[config.mk]
export PLATFORM = sky130hd
export DESIGN_NAME = cfg_hdr_skip
export DESIGN_NICKNAME = d
export VERILOG_FILES = /design/src/rtl/cfg_hdr_skip_pkg.sv /design/src/rtl/cfg_hdr_walk.sv /design/src/rtl/cfg_pre_match.sv /design/src/rtl/cfg_pay_emit.sv /design/src/rtl/cfg_hdr_skip.sv
export SDC_FILE = /design/constraint.sdc
export NUM_CORES = 1
export LEC_CHECK = 0
export BUFFER_PORTS_ARGS = -buffer_cell sky130_fd_sc_hd__buf_2
export CAP_MARGIN = 40
export CORE_UTILIZATION = 45
export CTS_CLUSTER_DIAMETER = 30
export DETAILED_ROUTE_END_ITERATION = 6
export GPL_TIMING_DRIVEN = 0
export PLACE_DENSITY = 0.67
export REMOVE_ABC_BUFFERS = 1
export SYNTH_ARGS = -nofsm -noshare
export SYNTH_HDL_FRONTEND = slang
export SYNTH_SLANG_ARGS = --single-unit
[constraint.sdc]
create_clock -name clk -period 3.6 [get_ports clk]
set_input_delay 0.18 -clock clk [delete_from_list [all_inputs] [get_ports clk]]
set_output_delay 0.18 -clock clk [all_outputs]
set_load 0.1 [all_outputs]
[src/rtl/cfg_hdr_skip_pkg.sv]
package cfg_hdr_skip_pkg;

  typedef enum logic [0:0] {
    PH_SCAN = 1'b0,
    PH_PAY  = 1'b1
  } phase_e;

  localparam logic [7:0] FILL_BYTE = 8'hFF;
  localparam logic [3:0] COMP_NIB  = 4'h3;

endpackage

[src/rtl/cfg_hdr_walk.sv]
module cfg_hdr_walk #(
  parameter int IDX_W   = 16,
  parameter int NREC    = 4,
  parameter int HDR_OFS = 15
) (
  input  logic       clk,
  input  logic       rst,
  input  logic       clr,
  input  logic       step,
  input  logic [7:0] cur,
  output logic       zone
);

  localparam int RC_W = $clog2(NREC + 1);
  localparam logic [IDX_W-1:0] IDX_MAX = '1;
  localparam logic [IDX_W-1:0] OFS0 = IDX_W'(HDR_OFS);

  logic [IDX_W-1:0] idx;
  logic [IDX_W-1:0] rptr;
  logic [RC_W-1:0]  rcnt;
  logic             hdr_left;
  logic             at_len;

  assign hdr_left = (rcnt != RC_W'(NREC));
  assign at_len   = hdr_left && (idx == rptr);
  assign zone     = !hdr_left && (idx >= rptr);

  always_ff @(posedge clk) begin
    if (rst || clr) begin
      idx  <= '0;
      rptr <= OFS0;
      rcnt <= '0;
    end else if (step) begin
      if (idx != IDX_MAX) idx <= idx + 1'b1;
      if (at_len) begin
        rptr <= idx + IDX_W'(cur) + IDX_W'(3);
        rcnt <= rcnt + 1'b1;
      end
    end
  end

  AST_PTR_AHEAD: assert property (@(posedge clk) disable iff (rst)
    (step && at_len && !clr) |=> (rptr > idx));

endmodule

[src/rtl/cfg_pre_match.sv]
module cfg_pre_match
  import cfg_hdr_skip_pkg::*;
#(
  parameter int PRE_LEN = 4
) (
  input  logic                       clk,
  input  logic                       rst,
  input  logic                       clr,
  input  logic                       shift,
  input  logic [7:0]                 cur,
  input  logic                       comp_mode,
  output logic                       hit_fill,
  output logic                       hit_nib,
  output logic [(PRE_LEN-1)*8-1:0]   hist_flat
);

  localparam int HIST = PRE_LEN - 1;
  localparam int HV_W = $clog2(HIST + 1);

  logic [7:0]      hist [HIST];
  logic [HV_W-1:0] hv;
  logic            all_fill;

  for (genvar k = 0; k < HIST; k++) begin : g_hist
    if (k == 0) begin : g_head
      always_ff @(posedge clk) begin
        if (rst || clr)  hist[k] <= '0;
        else if (shift)  hist[k] <= cur;
      end
    end else begin : g_tail
      always_ff @(posedge clk) begin
        if (rst || clr)  hist[k] <= '0;
        else if (shift)  hist[k] <= hist[k-1];
      end
    end
    assign hist_flat[k*8 +: 8] = hist[k];
  end

  always_ff @(posedge clk) begin
    if (rst || clr)                        hv <= '0;
    else if (shift && hv != HV_W'(HIST))   hv <= hv + 1'b1;
  end

  always_comb begin
    all_fill = 1'b1;
    for (int k = 0; k < HIST; k++) all_fill = all_fill && (hist[k] == FILL_BYTE);
  end

  assign hit_fill = !comp_mode && (hv == HV_W'(HIST)) && all_fill && (cur == FILL_BYTE);
  assign hit_nib  = comp_mode && (hv != '0) && (hist[0] == FILL_BYTE) && (cur[7:4] == COMP_NIB);

endmodule

[src/rtl/cfg_pay_emit.sv]
module cfg_pay_emit #(
  parameter int CNT_W = 16,
  parameter int REP_N = 4
) (
  input  logic               clk,
  input  logic               rst,
  input  logic               push,
  input  logic [7:0]         push_data,
  input  logic               push_last,
  input  logic               load,
  input  logic [REP_N*8-1:0] load_data,
  input  logic               load_last,
  input  logic               arm,
  output logic               take,
  output logic               rep_busy,
  output logic               o_valid,
  input  logic               o_ready,
  output logic [7:0]         o_data,
  output logic               o_sop,
  output logic               o_last,
  output logic [CNT_W-1:0]   o_cnt
);

  localparam int RL_W = $clog2(REP_N + 1);
  localparam int RP_W = (REP_N > 1) ? $clog2(REP_N) : 1;

  logic [7:0]      rep [REP_N];
  logic [RL_W-1:0] rep_left;
  logic [RP_W-1:0] rep_pos;
  logic            rep_last;
  logic            first_pend;
  logic            slot;

  assign slot     = !o_valid || o_ready;
  assign rep_busy = (rep_left != '0);
  assign take     = slot && !rep_busy;

  always_ff @(posedge clk) begin
    if (rst) begin
      o_valid    <= 1'b0;
      o_data     <= '0;
      o_sop      <= 1'b0;
      o_last     <= 1'b0;
      o_cnt      <= '0;
      rep_left   <= '0;
      rep_pos    <= '0;
      rep_last   <= 1'b0;
      first_pend <= 1'b0;
      for (int j = 0; j < REP_N; j++) rep[j] <= '0;
    end else begin
      if (slot) begin
        if (rep_busy || push) begin
          o_valid    <= 1'b1;
          o_sop      <= first_pend;
          o_cnt      <= first_pend ? '0 : o_cnt + 1'b1;
          first_pend <= 1'b0;
          if (rep_busy) begin
            o_data   <= rep[rep_pos];
            o_last   <= rep_last && (rep_left == RL_W'(1));
            rep_left <= rep_left - 1'b1;
            rep_pos  <= rep_pos + 1'b1;
          end else begin
            o_data <= push_data;
            o_last <= push_last;
          end
        end else begin
          o_valid <= 1'b0;
        end
      end
      if (load) begin
        for (int j = 0; j < REP_N; j++) rep[j] <= load_data[j*8 +: 8];
        rep_left <= RL_W'(REP_N);
        rep_pos  <= '0;
        rep_last <= load_last;
      end
      if (load || arm) first_pend <= 1'b1;
    end
  end

  logic             need_sop;
  logic [CNT_W-1:0] prev_cnt;

  always_ff @(posedge clk) begin
    if (rst) begin
      need_sop <= 1'b1;
      prev_cnt <= '0;
    end else if (o_valid && o_ready) begin
      need_sop <= o_last;
      prev_cnt <= o_cnt;
    end
  end

  AST_HOLD_STALL: assert property (@(posedge clk) disable iff (rst)
    (o_valid && !o_ready) |=> (o_valid && $stable(o_data) && $stable(o_sop) && $stable(o_last) && $stable(o_cnt)));
  AST_PUSH_ROOM: assert property (@(posedge clk) disable iff (rst)
    push |-> take);
  AST_LOAD_IDLE: assert property (@(posedge clk) disable iff (rst)
    load |-> (!rep_busy && !push));
  AST_SOP_FIRST: assert property (@(posedge clk) disable iff (rst)
    (o_valid && need_sop) |-> (o_sop && o_cnt == '0));
  AST_CNT_STEP: assert property (@(posedge clk) disable iff (rst)
    (o_valid && !need_sop) |-> (!o_sop && o_cnt == CNT_W'(prev_cnt + 1'b1)));

endmodule

[src/rtl/cfg_hdr_skip.sv]
module cfg_hdr_skip
  import cfg_hdr_skip_pkg::*;
#(
  parameter int IDX_W   = 16,
  parameter int CNT_W   = 16,
  parameter int HDR_OFS = 15,
  parameter int NREC    = 4,
  parameter int PRE_LEN = 4
) (
  input  logic             clk,
  input  logic             rst,
  input  logic             mode_comp,
  input  logic             in_valid,
  output logic             in_ready,
  input  logic [7:0]       in_data,
  input  logic             in_last,
  output logic             out_valid,
  input  logic             out_ready,
  output logic [7:0]       out_data,
  output logic             out_sop,
  output logic             out_last,
  output logic [CNT_W-1:0] out_cnt,
  output logic             err
);

  localparam int HIST = PRE_LEN - 1;

  phase_e phase;
  logic   acc, scan_acc, zone, shift;
  logic   hit_fill, hit_nib, go_fill, go_nib, fail, clr;
  logic   take, rep_busy, push;
  logic [HIST*8-1:0]    hist_flat;
  logic [PRE_LEN*8-1:0] load_vec;

  assign in_ready = (phase == PH_SCAN) ? !rep_busy : take;
  assign acc      = in_valid && in_ready;
  assign scan_acc = acc && (phase == PH_SCAN);
  assign shift    = scan_acc && zone;
  assign go_fill  = shift && hit_fill;
  assign go_nib   = shift && hit_nib && !in_last;
  assign fail     = scan_acc && in_last && !go_fill;
  assign clr      = go_fill || go_nib || fail;
  assign push     = acc && (phase == PH_PAY);

  for (genvar j = 0; j < HIST; j++) begin : g_load
    assign load_vec[j*8 +: 8] = hist_flat[(HIST-1-j)*8 +: 8];
  end
  assign load_vec[HIST*8 +: 8] = in_data;

  cfg_hdr_walk #(
    .IDX_W   (IDX_W),
    .NREC    (NREC),
    .HDR_OFS (HDR_OFS)
  ) u_walk (
    .clk  (clk),
    .rst  (rst),
    .clr  (clr),
    .step (scan_acc),
    .cur  (in_data),
    .zone (zone)
  );

  cfg_pre_match #(
    .PRE_LEN (PRE_LEN)
  ) u_match (
    .clk       (clk),
    .rst       (rst),
    .clr       (clr),
    .shift     (shift),
    .cur       (in_data),
    .comp_mode (mode_comp),
    .hit_fill  (hit_fill),
    .hit_nib   (hit_nib),
    .hist_flat (hist_flat)
  );

  cfg_pay_emit #(
    .CNT_W (CNT_W),
    .REP_N (PRE_LEN)
  ) u_emit (
    .clk       (clk),
    .rst       (rst),
    .push      (push),
    .push_data (in_data),
    .push_last (in_last),
    .load      (go_fill),
    .load_data (load_vec),
    .load_last (in_last),
    .arm       (go_nib),
    .take      (take),
    .rep_busy  (rep_busy),
    .o_valid   (out_valid),
    .o_ready   (out_ready),
    .o_data    (out_data),
    .o_sop     (out_sop),
    .o_last    (out_last),
    .o_cnt     (out_cnt)
  );

  always_ff @(posedge clk) begin
    if (rst) begin
      phase <= PH_SCAN;
      err   <= 1'b0;
    end else begin
      err <= fail;
      case (phase)
        PH_SCAN: if ((go_fill && !in_last) || go_nib) phase <= PH_PAY;
        PH_PAY:  if (acc && in_last)                  phase <= PH_SCAN;
        default: phase <= PH_SCAN;
      endcase
    end
  end

  AST_LAST_RESTART: assert property (@(posedge clk) disable iff (rst)
    (phase == PH_PAY && acc && in_last) |=> (phase == PH_SCAN));
  AST_ERR_SCAN: assert property (@(posedge clk) disable iff (rst)
    err |-> (phase == PH_SCAN));

endmodule

==> metrics.md <==
| Metric | Value |
|---|---|
| Nets | 745 |
| Ys Warns | 0 |
| Clock sinks | 131 |
| Worst slew pin tran | 0.774 ns |
| Via/cell ratio | 5.32 |
| Status | finished, final reports clean |
| First-pass iteration count of the detailed router | 5 |
| Max Fclk | 331 MHz |
| Post-CTS Repair Setup Buffers | 0 |
| Synth top area cells | edfxtp_1 (25%), dfxtp_1 (23%), ha_1 (7.8%) |
| Largest net degree at the start of global routing | 35 |
| Area grow syn2layout | 14.2% |
| Pwr Density | 640 nW/µm² |
| Worst VDD drop | 0.538 mV |
| Initial cell density of the core | 46.9% |
| Tot GR Track Use | 18.9% |
| Global-route wire length before repair | 21600 µm |
| Unrepaired setup endpoints after global routing | false |
| Initial antenna violation count | 0 |
| DIE HEIGHT | 123 µm |
| Slew HR | 48.4% |
| R2r setup slk | 0.58 ns |
| Top cell type's share of synthesized area | 25.4% |
| Mapped Avg Cell Area | 10.2 µm² |
| Io pins | 43 |
| Hold Vio Cnt, Final | 0 |
| DP Wirelength | 9490 µm |
| Vias in the first global route | 4328 |
| Gate power share | 29.2% |
| Max-Cap Viols | 0 |
| Share of cells above drive strength 1 | 18.5% |
| Max-slew violations | 0 |
| Clk_lat worst skew | 0.42 ns |
| Initial drt markers | 271 |
| Netlist cell types | 60 |
| Switching power | 1.78 mW |
| Yosys top cell by area | edfxtp_1 |
| Crit path arrival time | 3.18 ns |
| CTS tree | built |
| Switch share | 36.9% |
| GP Congestion | 0.870 |
| Final TNS setup | 0 ns |
| Depth of the CTS H-tree | 4 |
| Row Count | 43 |
| Commonest non-fill, non-tap cell in the layout | nor2_1 |
| Seq cells post-synth | 131 |
| Async SR Flop Fraction | 0% |
| Final min period | 3.02 ns |
| Die width | 123 µm |
| Startpoint types | flip-flop |
| Number of flops mapped to enable cells by yosys | 56 |
| Total CTS buffers | 17 |
| Internal power | 3.05 mW |
| Most frequent cells in the layout | nor2_1 (81), dfxtp_1 (75), nand2_1 (56), edfxtp_1 (56), buf_2 (42) |
| Critical-path maximum fanout | 28 |
| Sequential-to-total area share from yosys stat | 48.1% |
| CTS Buffer Depth | 2 |
| Core Area | 14100 µm² |
| CP Class | flip-flop to flip-flop |
| Cell count after synthesis | 648 |
| Required @ worst endpoint | 3.76 ns |
| Post-cts resize count | 0 |
| Post-CTS Hold Fix Bufs | 0 |
| Worst Setup End Kind | flip-flop |
| Remaining global-route overflow | 0 |
| Routed Antenna Nets | 0 |
| Routed len/inst | 15.2 µm |
| Fin crit share | 83.9% |
| Antenna cell count | 0 |
| HP Class | primary input to flip-flop |
| Leak Pwr | 2.98 nW |
| # port buffers | 42 |
| Clock-pin slew on the worst setup and hold paths | 0.06 ns |
| Ys flop type | dfxtp_1 |
| Setup-failing EPs final | 0 |
| Clock Skew | 0.00936 ns |
| Die area | 15200 µm² |
| Vias | 4692 |
| Util after Layout | 53.6% |
| Final wirelength | 13400 µm |
| Residual DRC | 0 |
| Post-Syn Area | 6620 µm² |
| Clock power frac | 33.1% |
| Sequential share of power | 37.6% |
| Clock root cell | clkbuf_16 |
[final timing paths]
check / cells after the start / to / startpoint
worst max-delay path: 8 / u_emit.rep[0][0]$_SDFFCE_PN0P_ / u_walk.idx[9]$_SDFFE_PP0P_
worst min-delay path: 3 / err$_SDFF_PP0_ / in_last
worst max register to register: 8 / u_emit.rep[0][0]$_SDFFCE_PN0P_ / u_walk.idx[9]$_SDFFE_PP0P_
worst min register to register: 2 / u_walk.rptr[7]$_SDFFE_PP0P_ / u_walk.rptr[7]$_SDFFE_PP0P_
[sequential cells by signal, indices dropped and copies added, names as in the netlist, named ones only]
register           count
u_emit.rep_last        1
err                    1
u_emit.rep_left        3
u_emit.o_last          1
u_emit.rep            32
u_emit.rep_pos         2
u_walk.rcnt            3
u_match.hv             2
u_emit.o_data          8
u_emit.o_sop           1
u_emit.o_cnt          16
u_emit.o_valid         1
u_walk.idx            16
phase                  1
u_walk.rptr           16
u_emit.first_pend      1
u_match.hist          24
[routing by layer]
layer | routed length (µm) | vias up | track usage (%)
met3 | 444 | 17 | 4.38
met1 | 6310 | 2267 | 24.9
met5 | 0 | - | 0
met4 | 243 | 0 | 7.98
met2 | 6400 | 65 | 29.8
li1 | - | 2343 | -
[stage by stage]
step	cell area (µm²)	hold WS, ns	total power, mW	setup WS, ns	std cells
6_report	7560	0.0765	4.84	0.580	882
5_1_grt	7560	0.0858	5.04	0.358	882
4_1_cts	7560	0.0583	4.87	0.588	882
3_5_place_dp	7010	0.445	3.27	0.606	850
3_3_place_gp	6880	0.440	3.18	-0.265	843
2_1_floorplan	6440	0.249	2.91	0.419	621
[power groups by stage]
stage	Sequential, mW	Clock [mW]	Combinational [mW]
finish	1.82	1.60	1.41
floorplan	2.27	0	0.641
CTS	1.82	1.63	1.42
detailed placement	1.85	0	1.42
global placement	1.85	0	1.33
global route	1.84	1.70	1.51
[kinds of logic after synthesis]
family,Yosys count,share of synthesized area [%]
compound gates,88,9.19
xor+xnor,43,5.69
fa+ha+maj,42,8.05
buf+inv,64,4.78
flops,131,48.1
mux,13,3.48
simple gates,267,20.7
[cell type report]
type	instances	area, µm²
inverter	37	139
tap	180	225
multi-input combinational	453	3130
clock buffer	19	443
sequential	131	3180
clock inverter	13	109
fill	1232	6540
timing repair buffer	49	332
[synthesized netlist by cell type (all sizes together), types with 3 or more instances]
cell type and number:
a21o 5, or2 3, and4 4, or3 4
edfxtp 56, a311oi 8, a21oi 25, o21ai 14
a211o 5, ha 41, xor2 24, o21bai 4
nand3 10, nand4 16, clkbuf 13, xnor2 19
o21a 5, buf 14, a211oi 8, nor4 4
nor2b 6, mux4 8, nand2b 7, and2 26
and3 7, dfxtp 75, nor2 111, mux2i 5
nand2 56, nor3 7, inv 37
[worst max-delay path: stages, from the launching register on]
cell      delay, ns
dfxtp_1        0.51
ha_1           0.32
a21oi_1        0.14
o21ai_0        0.12
a221oi_1       0.43
a31o_1         0.53
or2_2          0.38
buf_12         0.26
nor2_1         0.06
Note: power is estimated with default switching activity, not from simulation.
